File: src/rtl/i2cm_pkg.sv
package i2cm_pkg;

   typedef enum logic [2:0] {
      PH_IDLE,
      PH_DEV,
      PH_WORD,
      PH_WDATA,
      PH_RDATA,
      PH_DROP
   } phase_e;

   localparam int BYTE_W = 8;

endpackage

File: src/rtl/i2cm_bus_sync.sv
module i2cm_bus_sync #(
   parameter int SYNC_STAGES = 2
) (
   input  logic clk,
   input  logic rst_n,
   input  logic scl_i,
   input  logic sda_i,
   output logic sda_s,
   output logic scl_rise,
   output logic scl_fall,
   output logic start_det,
   output logic stop_det
);
   localparam int N = SYNC_STAGES;

   logic [N-1:0] scl_pipe;
   logic [N-1:0] sda_pipe;
   logic         scl_q;
   logic         sda_q;
   logic         scl_s;

   generate
      if (N < 1) begin : g_bad_stages
         $error("SYNC_STAGES must be at least 1");
      end
      if (N == 1) begin : g_single
         always_ff @(posedge clk or negedge rst_n) begin
            if (!rst_n) begin
               scl_pipe <= '1;
               sda_pipe <= '1;
            end else begin
               scl_pipe <= scl_i;
               sda_pipe <= sda_i;
            end
         end
      end else begin : g_chain
         always_ff @(posedge clk or negedge rst_n) begin
            if (!rst_n) begin
               scl_pipe <= '1;
               sda_pipe <= '1;
            end else begin
               scl_pipe <= {scl_pipe[N-2:0], scl_i};
               sda_pipe <= {sda_pipe[N-2:0], sda_i};
            end
         end
      end
   endgenerate

   always_ff @(posedge clk or negedge rst_n) begin
      if (!rst_n) begin
         scl_q <= 1'b1;
         sda_q <= 1'b1;
      end else begin
         scl_q <= scl_s;
         sda_q <= sda_s;
      end
   end

   assign scl_s     = scl_pipe[N-1];
   assign sda_s     = sda_pipe[N-1];
   assign scl_rise  = scl_s & ~scl_q;
   assign scl_fall  = ~scl_s & scl_q;
   assign start_det = scl_s & scl_q & sda_q & ~sda_s;
   assign stop_det  = scl_s & scl_q & ~sda_q & sda_s;

endmodule

File: src/rtl/i2cm_link.sv
module i2cm_link
   import i2cm_pkg::*;
#(
   parameter int          SEL_W  = 3,
   parameter logic [6-SEL_W:0] DEV_ID = 4'b1010,
   parameter int          ADDR_W = 8,
   parameter int          PW     = 2
) (
   input  logic                clk,
   input  logic                rst_n,
   input  logic                scl_rise,
   input  logic                scl_fall,
   input  logic                start_det,
   input  logic                stop_det,
   input  logic                sda_s,
   input  logic [SEL_W-1:0]    addr_sel,
   input  logic                wc_n,
   input  logic                busy,
   input  logic [BYTE_W-1:0]   rd_data,
   output logic                sda_oe,
   output logic [ADDR_W-1:0]   ptr,
   output logic                pg_load,
   output logic                byte_we,
   output logic [PW-1:0]       byte_slot,
   output logic [BYTE_W-1:0]   byte_data,
   output logic                commit_req
);
   phase_e             phase;
   logic               in_ack;
   logic [3:0]         bitcnt;
   logic [BYTE_W-1:0]  shreg;
   logic [BYTE_W-1:0]  tx;
   logic               rw;
   logic               mack;
   logic               armed;
   logic               addr_hit;

   assign addr_hit   = (shreg[7:1] == {DEV_ID, addr_sel});
   assign byte_data  = shreg;
   assign commit_req = stop_det & armed & ~wc_n & ~busy;

   always_ff @(posedge clk or negedge rst_n) begin
      if (!rst_n) begin
         phase     <= PH_IDLE;
         in_ack    <= 1'b0;
         bitcnt    <= '0;
         shreg     <= '0;
         tx        <= '0;
         rw        <= 1'b0;
         mack      <= 1'b0;
         armed     <= 1'b0;
         sda_oe    <= 1'b0;
         ptr       <= '0;
         pg_load   <= 1'b0;
         byte_we   <= 1'b0;
         byte_slot <= '0;
      end else begin
         pg_load <= 1'b0;
         byte_we <= 1'b0;
         if (start_det) begin
            phase  <= PH_DEV;
            in_ack <= 1'b0;
            bitcnt <= '0;
            sda_oe <= 1'b0;
            armed  <= 1'b0;
         end else if (stop_det) begin
            phase  <= PH_IDLE;
            in_ack <= 1'b0;
            sda_oe <= 1'b0;
            armed  <= 1'b0;
         end else begin
            unique case (phase)
               PH_DEV, PH_WORD, PH_WDATA: begin
                  if (!in_ack) begin
                     if (scl_rise) begin
                        shreg  <= {shreg[6:0], sda_s};
                        bitcnt <= bitcnt + 4'd1;
                     end else if (scl_fall && bitcnt == 4'd8) begin
                        bitcnt <= '0;
                        if (phase == PH_DEV) begin
                           rw <= shreg[0];
                           if (addr_hit && !busy) begin
                              in_ack <= 1'b1;
                              sda_oe <= 1'b1;
                           end else begin
                              phase <= PH_DROP;
                           end
                        end else if (phase == PH_WORD) begin
                           in_ack  <= 1'b1;
                           sda_oe  <= 1'b1;
                           ptr     <= shreg[ADDR_W-1:0];
                           pg_load <= 1'b1;
                        end else begin
                           if (!wc_n) begin
                              in_ack    <= 1'b1;
                              sda_oe    <= 1'b1;
                              byte_we   <= 1'b1;
                              byte_slot <= ptr[PW-1:0];
                              ptr       <= {ptr[ADDR_W-1:PW], ptr[PW-1:0] + PW'(1)};
                              armed     <= 1'b1;
                           end else begin
                              phase <= PH_DROP;
                           end
                        end
                     end
                  end else if (scl_fall) begin
                     in_ack <= 1'b0;
                     sda_oe <= 1'b0;
                     if (phase == PH_DEV) begin
                        if (rw) begin
                           phase  <= PH_RDATA;
                           tx     <= rd_data;
                           sda_oe <= ~rd_data[7];
                           ptr    <= ptr + ADDR_W'(1);
                        end else begin
                           phase <= PH_WORD;
                        end
                     end else begin
                        phase <= PH_WDATA;
                     end
                  end
               end
               PH_RDATA: begin
                  if (!in_ack) begin
                     if (scl_rise) begin
                        bitcnt <= bitcnt + 4'd1;
                     end else if (scl_fall) begin
                        if (bitcnt == 4'd8) begin
                           bitcnt <= '0;
                           sda_oe <= 1'b0;
                           in_ack <= 1'b1;
                        end else begin
                           sda_oe <= ~tx[6];
                           tx     <= {tx[6:0], 1'b0};
                        end
                     end
                  end else begin
                     if (scl_rise) begin
                        mack <= ~sda_s;
                     end else if (scl_fall) begin
                        in_ack <= 1'b0;
                        if (mack) begin
                           tx     <= rd_data;
                           sda_oe <= ~rd_data[7];
                           ptr    <= ptr + ADDR_W'(1);
                        end else begin
                           phase <= PH_DROP;
                        end
                     end
                  end
               end
               default: begin
                  sda_oe <= 1'b0;
               end
            endcase
         end
      end
   end

endmodule

File: src/rtl/i2cm_store.sv
module i2cm_store
   import i2cm_pkg::*;
#(
   parameter int          DEPTH        = 256,
   parameter int          PAGE_BYTES   = 4,
   parameter int          WRITE_CYCLES = 5000,
   parameter logic [7:0]  ERASED       = 8'hFF,
   localparam int         ADDR_W       = $clog2(DEPTH),
   localparam int         PW           = $clog2(PAGE_BYTES)
) (
   input  logic               clk,
   input  logic               rst_n,
   input  logic               wc_n,
   input  logic [ADDR_W-1:0]  ptr,
   input  logic               pg_load,
   input  logic               byte_we,
   input  logic [PW-1:0]      byte_slot,
   input  logic [BYTE_W-1:0]  byte_data,
   input  logic               commit_req,
   output logic [BYTE_W-1:0]  rd_data,
   output logic               busy,
   output logic               mem_we
);
   localparam int CNT_W = $clog2(WRITE_CYCLES + 1);

   logic [BYTE_W-1:0]      mem  [DEPTH];
   logic [BYTE_W-1:0]      pbuf [PAGE_BYTES];
   logic [PAGE_BYTES-1:0]  pvalid;
   logic [ADDR_W-PW-1:0]   base;
   logic [CNT_W-1:0]       cnt;

   generate
      if (WRITE_CYCLES < 1) begin : g_bad_cycles
         $error("WRITE_CYCLES must be at least 1");
      end
   endgenerate

   assign busy    = (cnt != '0);
   assign mem_we  = (cnt == CNT_W'(1)) & ~wc_n;
   assign rd_data = mem[ptr];

   always_ff @(posedge clk or negedge rst_n) begin
      if (!rst_n) begin
         cnt    <= '0;
         base   <= '0;
         pvalid <= '0;
         for (int i = 0; i < PAGE_BYTES; i++) pbuf[i] <= '0;
         for (int j = 0; j < DEPTH; j++) mem[j] <= ERASED;
      end else begin
         if (pg_load) begin
            pvalid <= '0;
            base   <= ptr[ADDR_W-1:PW];
         end else if (byte_we) begin
            pbuf[byte_slot]   <= byte_data;
            pvalid[byte_slot] <= 1'b1;
         end
         if (commit_req) begin
            cnt <= CNT_W'(WRITE_CYCLES);
         end else if (busy) begin
            cnt <= cnt - CNT_W'(1);
         end
         if (mem_we) begin
            for (int i = 0; i < PAGE_BYTES; i++) begin
               if (pvalid[i]) mem[{base, PW'(i)}] <= pbuf[i];
            end
         end
      end
   end

endmodule

File: src/rtl/i2c_eeprom_target.sv
module i2c_eeprom_target
   import i2cm_pkg::*;
#(
   parameter int               SEL_W        = 3,
   parameter logic [6-SEL_W:0] DEV_ID       = 4'b1010,
   parameter int               DEPTH        = 256,
   parameter int               PAGE_BYTES   = 4,
   parameter int               WRITE_CYCLES = 5000,
   parameter int               SYNC_STAGES  = 2,
   parameter logic [7:0]       ERASED       = 8'hFF
) (
   input  logic             clk,
   input  logic             rst_n,
   input  logic             scl_i,
   input  logic             sda_i,
   output logic             sda_oe,
   input  logic [SEL_W-1:0] addr_sel,
   input  logic             wc_n,
   output logic             busy
);
   localparam int ADDR_W = $clog2(DEPTH);
   localparam int PW     = $clog2(PAGE_BYTES);

   generate
      if (DEPTH > 256 || (1 << ADDR_W) != DEPTH) begin : g_bad_depth
         $error("DEPTH must be a power of two no larger than 256");
      end
      if (PAGE_BYTES < 2 || (1 << PW) != PAGE_BYTES || PAGE_BYTES * 2 > DEPTH) begin : g_bad_page
         $error("PAGE_BYTES must be a power of two, at least 2, at most DEPTH/2");
      end
      if (SEL_W < 1 || SEL_W > 6) begin : g_bad_sel
         $error("SEL_W out of range");
      end
   endgenerate

   logic               sda_s, scl_rise, scl_fall, start_det, stop_det;
   logic [ADDR_W-1:0]  ptr;
   logic               pg_load, byte_we, commit_req, mem_we;
   logic [PW-1:0]      byte_slot;
   logic [BYTE_W-1:0]  byte_data, rd_data;

   i2cm_bus_sync #(.SYNC_STAGES(SYNC_STAGES)) u_sync (
      .clk(clk), .rst_n(rst_n), .scl_i(scl_i), .sda_i(sda_i),
      .sda_s(sda_s), .scl_rise(scl_rise), .scl_fall(scl_fall),
      .start_det(start_det), .stop_det(stop_det)
   );

   i2cm_link #(.SEL_W(SEL_W), .DEV_ID(DEV_ID), .ADDR_W(ADDR_W), .PW(PW)) u_link (
      .clk(clk), .rst_n(rst_n), .scl_rise(scl_rise), .scl_fall(scl_fall),
      .start_det(start_det), .stop_det(stop_det), .sda_s(sda_s),
      .addr_sel(addr_sel), .wc_n(wc_n), .busy(busy), .rd_data(rd_data),
      .sda_oe(sda_oe), .ptr(ptr), .pg_load(pg_load), .byte_we(byte_we),
      .byte_slot(byte_slot), .byte_data(byte_data), .commit_req(commit_req)
   );

   i2cm_store #(.DEPTH(DEPTH), .PAGE_BYTES(PAGE_BYTES),
                .WRITE_CYCLES(WRITE_CYCLES), .ERASED(ERASED)) u_store (
      .clk(clk), .rst_n(rst_n), .wc_n(wc_n), .ptr(ptr), .pg_load(pg_load),
      .byte_we(byte_we), .byte_slot(byte_slot), .byte_data(byte_data),
      .commit_req(commit_req), .rd_data(rd_data), .busy(busy), .mem_we(mem_we)
   );

endmodule

File: config.mk
export PLATFORM = sky130hd
export DESIGN_NAME = i2c_eeprom_target
export DESIGN_NICKNAME = d
export VERILOG_FILES = /design/src/rtl/i2cm_pkg.sv /design/src/rtl/i2cm_bus_sync.sv /design/src/rtl/i2cm_link.sv /design/src/rtl/i2cm_store.sv /design/src/rtl/i2c_eeprom_target.sv
export SDC_FILE = /design/constraint.sdc
export NUM_CORES = 2
export LEC_CHECK = 0
export BUFFER_PORTS_ARGS = -buffer_cell sky130_fd_sc_hd__clkbuf_2
export CAP_MARGIN = 20
export CORE_ASPECT_RATIO = 1.1
export CORE_MARGIN = 2
export CORE_UTILIZATION = 58
export DETAILED_ROUTE_END_ITERATION = 6
export PLACE_DENSITY_LB_ADDON = 0.1
export SYNTH_ARGS = -nofsm -noshare
export SYNTH_HDL_FRONTEND = slang
export SYNTH_HIERARCHICAL = 1
export SYNTH_SLANG_ARGS = --single-unit
export TNS_END_PERCENT = 1
File: constraint.sdc
create_clock -name clk -period 3.52 [get_ports clk]
set_input_delay 0.352 -clock clk [delete_from_list [all_inputs] [get_ports clk]]
set_output_delay 0.352 -clock clk [all_outputs]
set_load 0.1 [all_outputs]
==> out/metrics.yaml <==
pwr:
  leakagePower_nw: 45.2
  pwr_density_cell_nw_per_um2: 510
  peakVddDrop_mv: 0.567
logic_synthesis:
  syn_avg_cell_area_um2: 15.4
  ys_warn_count: 6
  synth_cell_types: 86
  netlist_area_um2: 102000
  synth-edff-count: 0
  syn_nets: 6626
  synthCells: 6612
  ys_seq_elements: 2148
  synthArstFlopShare_pct: 100
  ys_seq_area_share_pct: 55.4
  synth_flop_cell: "dfstp_2"
clock_tree:
  cts_buffers: 216
  clkLatencyLatePin_ns: 0.87
  path_clk_slew_ns: 0.06
  cts.sinks: 2148
  clk_root_buffer_cell: "clkbuf_16"
  cts_max_level: 4
  cts_buffer_depth: 3
  cts_tree: "yes"
global_routing:
  grt_usage_pct: 36.1
  grt_max_degree: 149
  grt_pass1_wl_mm: 466
  use_met1_pct: 49.7
  gr-usage-met3_pct: 7.46
  grt-ovfl-total: 0
  antenna_found_initial: 28
  grt_pass1_vias: 65500
  grt_use_met2_pct: 55.4
  top_usage_layer: "met2"
floorplan:
  io_pins: 10
  die-area_um2: 179000
  coreArea_um2: 174000
  row_count: 161
  initial_utilization_pct: 58.3
  dieHeight_um: 443
  die_w_um: 403
timing:
  maxSlewViolCount: 0
  finalSetupViolCount: 2
  period_needed_ns: 3.57
  worst_slack_ns: -0.0542
  fmax_ghz: 0.280
  slew_headroom_pct: 14.9
  grt_setup_unrepaired: "yes"
  timing.hold.ws_ns: 0.119
  tns_ns: -0.0842
  hold_violations: 0
  worstMarginPinSlew_ns: 1.28
  clock-skew-final_ns: 0.0401
  period_share_pct: 102
finish:
  design_area_um2: 114000
  layout_common_cells: "mux2_2, dfstp_2, mux4_2"
  layout.nets: 6770
  utilization_pct: 65.5
  layout.cells.non_filler: 9227
  fillers: 12400
  layout.cells.most_common: "mux2_2"
  syn_to_final_growth_pct: 12.5
  layout-drive-gt1-share_pct: 80.5
detailed_routing:
  ant_nets: 0
  route.detailed.drc: 0
  wl_per_cell_um: 34.9
  drtPass1Iterations: 6
  drtIter0Drc: 5889
  routed_wl_mm: 322
  num_vias: 63200
  via_per_inst: 6.85
worst_setup_path:
  slowest_stage: "o32ai_1"
  cp_cell_sequence: "buf_4, nand2b_2, buf_6, o221ai_1, a21oi_1, o32ai_1, o22ai_2, nor3_1, mux2i_1, o21ai_0"
  slowest_delay_ns: 0.84
  crit_path_end_kind: "flip-flop"
  critPathBufInv: 2
  reg2reg_depth: 10
  path_depth: 10
  crit_required_ns: 4.30
  critPathTopFamily: "compound AO/OA/AOI/OAI gates"
  crit_fanout: 29
  path_class: "reg2reg"
  timing.critical_path.from_type: "flip-flop"
  worstPathArrival_ns: 4.35
hold_path:
  hold_depth: 2
  hold_class: "in2reg"
placed_design:
  hpwlAfterDp_mm: 202
  placement.cell_area_um2: 107000
  gp_congestion: 0.928
  port_buffers: 9
  post-place-cells: 8810
job:
  maxCapViolCount: 0
status:
  violations: "setup timing"
  status: "finished, violations left"
flip-flops by register name, summed over array words and instances, names as in the netlist, 2 cells and up:
name	cells
u_store/mem	2048
u_store/pbuf	32
u_store/cnt	13
u_link/byte_data	8
u_link/ptr	8
u_link/tx	7
u_store/base	6
u_link/bitcnt	4
u_store/pvalid	4
u_link/phase	3
u_link/byte_slot	2
u_sync/scl_pipe	2
u_sync/sda_pipe	2
metrics by stage:
step / total power [mW] / setup slack (ns)
after floorplan: 31.2 / 0.0997
after global placement: 35.0 / -0.359
after detailed placement: 35.0 / -0.375
after CTS: 58.6 / 0.0239
after global routing: 60.1 / -0.00771
final: 58.3 / -0.0542
metal layers:
metal  up-vias  routed length (µm)
met3       790               27200
met1     34400              130000
met2      2975              148000
met5         -                  99
li1      25000                   -
met4        16               16600
kinds of logic after synthesis:
logic type | synth area share (%)
mux | 34.2
flops | 55.4
simple gates | 4.43
compound gates | 3.73
buf+inv | 2.04
xor+xnor | 0.0948
fa+ha+maj | 0.0739
cells in the mapped netlist, drive strengths merged (3+ instances only):
master | count | area, µm²
a211oi | 34 | 255
or3b | 3 | 26.3
mux2i | 204 | 2040
or4 | 4 | 33.8
nand3b | 12 | 90.1
or3 | 5 | 31.3
o21ai | 64 | 320
a22oi | 157 | 1180
o32ai | 11 | 115
nor2 | 272 | 2190
a21oi | 134 | 671
o22ai | 32 | 200
or2 | 9 | 56.3
a221oi | 9 | 78.8
a32oi | 4 | 35.0
and3 | 17 | 106
nand4b | 4 | 35.0
nor3b | 8 | 60.1
inv | 16 | 60.1
nor3 | 35 | 180
nand2 | 154 | 708
o41ai | 6 | 52.6
a31oi | 10 | 62.6
a21o | 6 | 45.0
dfrtp | 94 | 2350
a22o | 5 | 43.8
o221a | 6 | 67.6
a2111oi | 11 | 96.3
nand3 | 40 | 210
and2 | 13 | 81.3
ha | 6 | 75.1
nand4 | 11 | 68.8
xnor2 | 6 | 52.6
buf | 141 | 689
nor2b | 38 | 238
dfstp | 2054 | 54000
xor2 | 5 | 43.8
clkbuf | 352 | 1320
mux4 | 404 | 9100
nand2b | 20 | 125
nor4 | 24 | 171
o211ai | 9 | 77.6
mux2 | 2098 | 23600
o221ai | 33 | 289
what timing repair did:
item,4_1_cts,5_1_grt
resized for setup,6,9
hold endpoints to repair,50,0
cloned,0,0
endpoints found under the setup margin,5,94
pin swaps,0,0
hold buffers,4,0
buffers inserted,0,5
area by class of cell:
| cell class | instances | area (µm²) | share of cell area (%) |
|---|---|---|---|
| Clock buffer | 328 | 6470 | 5.66 |
| Inverter | 16 | 60.1 | 0.0526 |
| Antenna cell | 10 | 25.0 | 0.0219 |
| Clock inverter | 69 | 798 | 0.699 |
| Sequential cell | 2148 | 56500 | 49.4 |
| Tap cell | 2282 | 2860 | 2.50 |
| Timing Repair Buffer | 419 | 4220 | 3.69 |
| Multi-Input combinational cell | 3955 | 43400 | 38.0 |
power by group:
group / leakage (nW) / switching [mW] / internal (mW)
sequential: 22.4 / 0.370 / 24.9
combinational: 19.3 / 5.74 / 3.69
clock: 3.57 / 9.92 / 13.7
total: 45.2 / 16.0 / 42.3
final timing paths:
check | startpoint | endpoint | slack (ns)
max | u_link/ptr[1] | u_link/tx[3] | -0.05
min | scl_i | u_sync/scl_pipe[0] | 0.12
min in group asynchronous | rst_n | u_store/mem[1023] | 0.44
min reg2reg | u_sync/scl_pipe[0] | u_sync/scl_pipe[1] | 0.37
max in group asynchronous | rst_n | u_store/mem[522] | 2.11
max reg2reg | u_link/ptr[1] | u_link/tx[3] | -0.05
No activity file was read; power rests on OpenSTA's default activity.
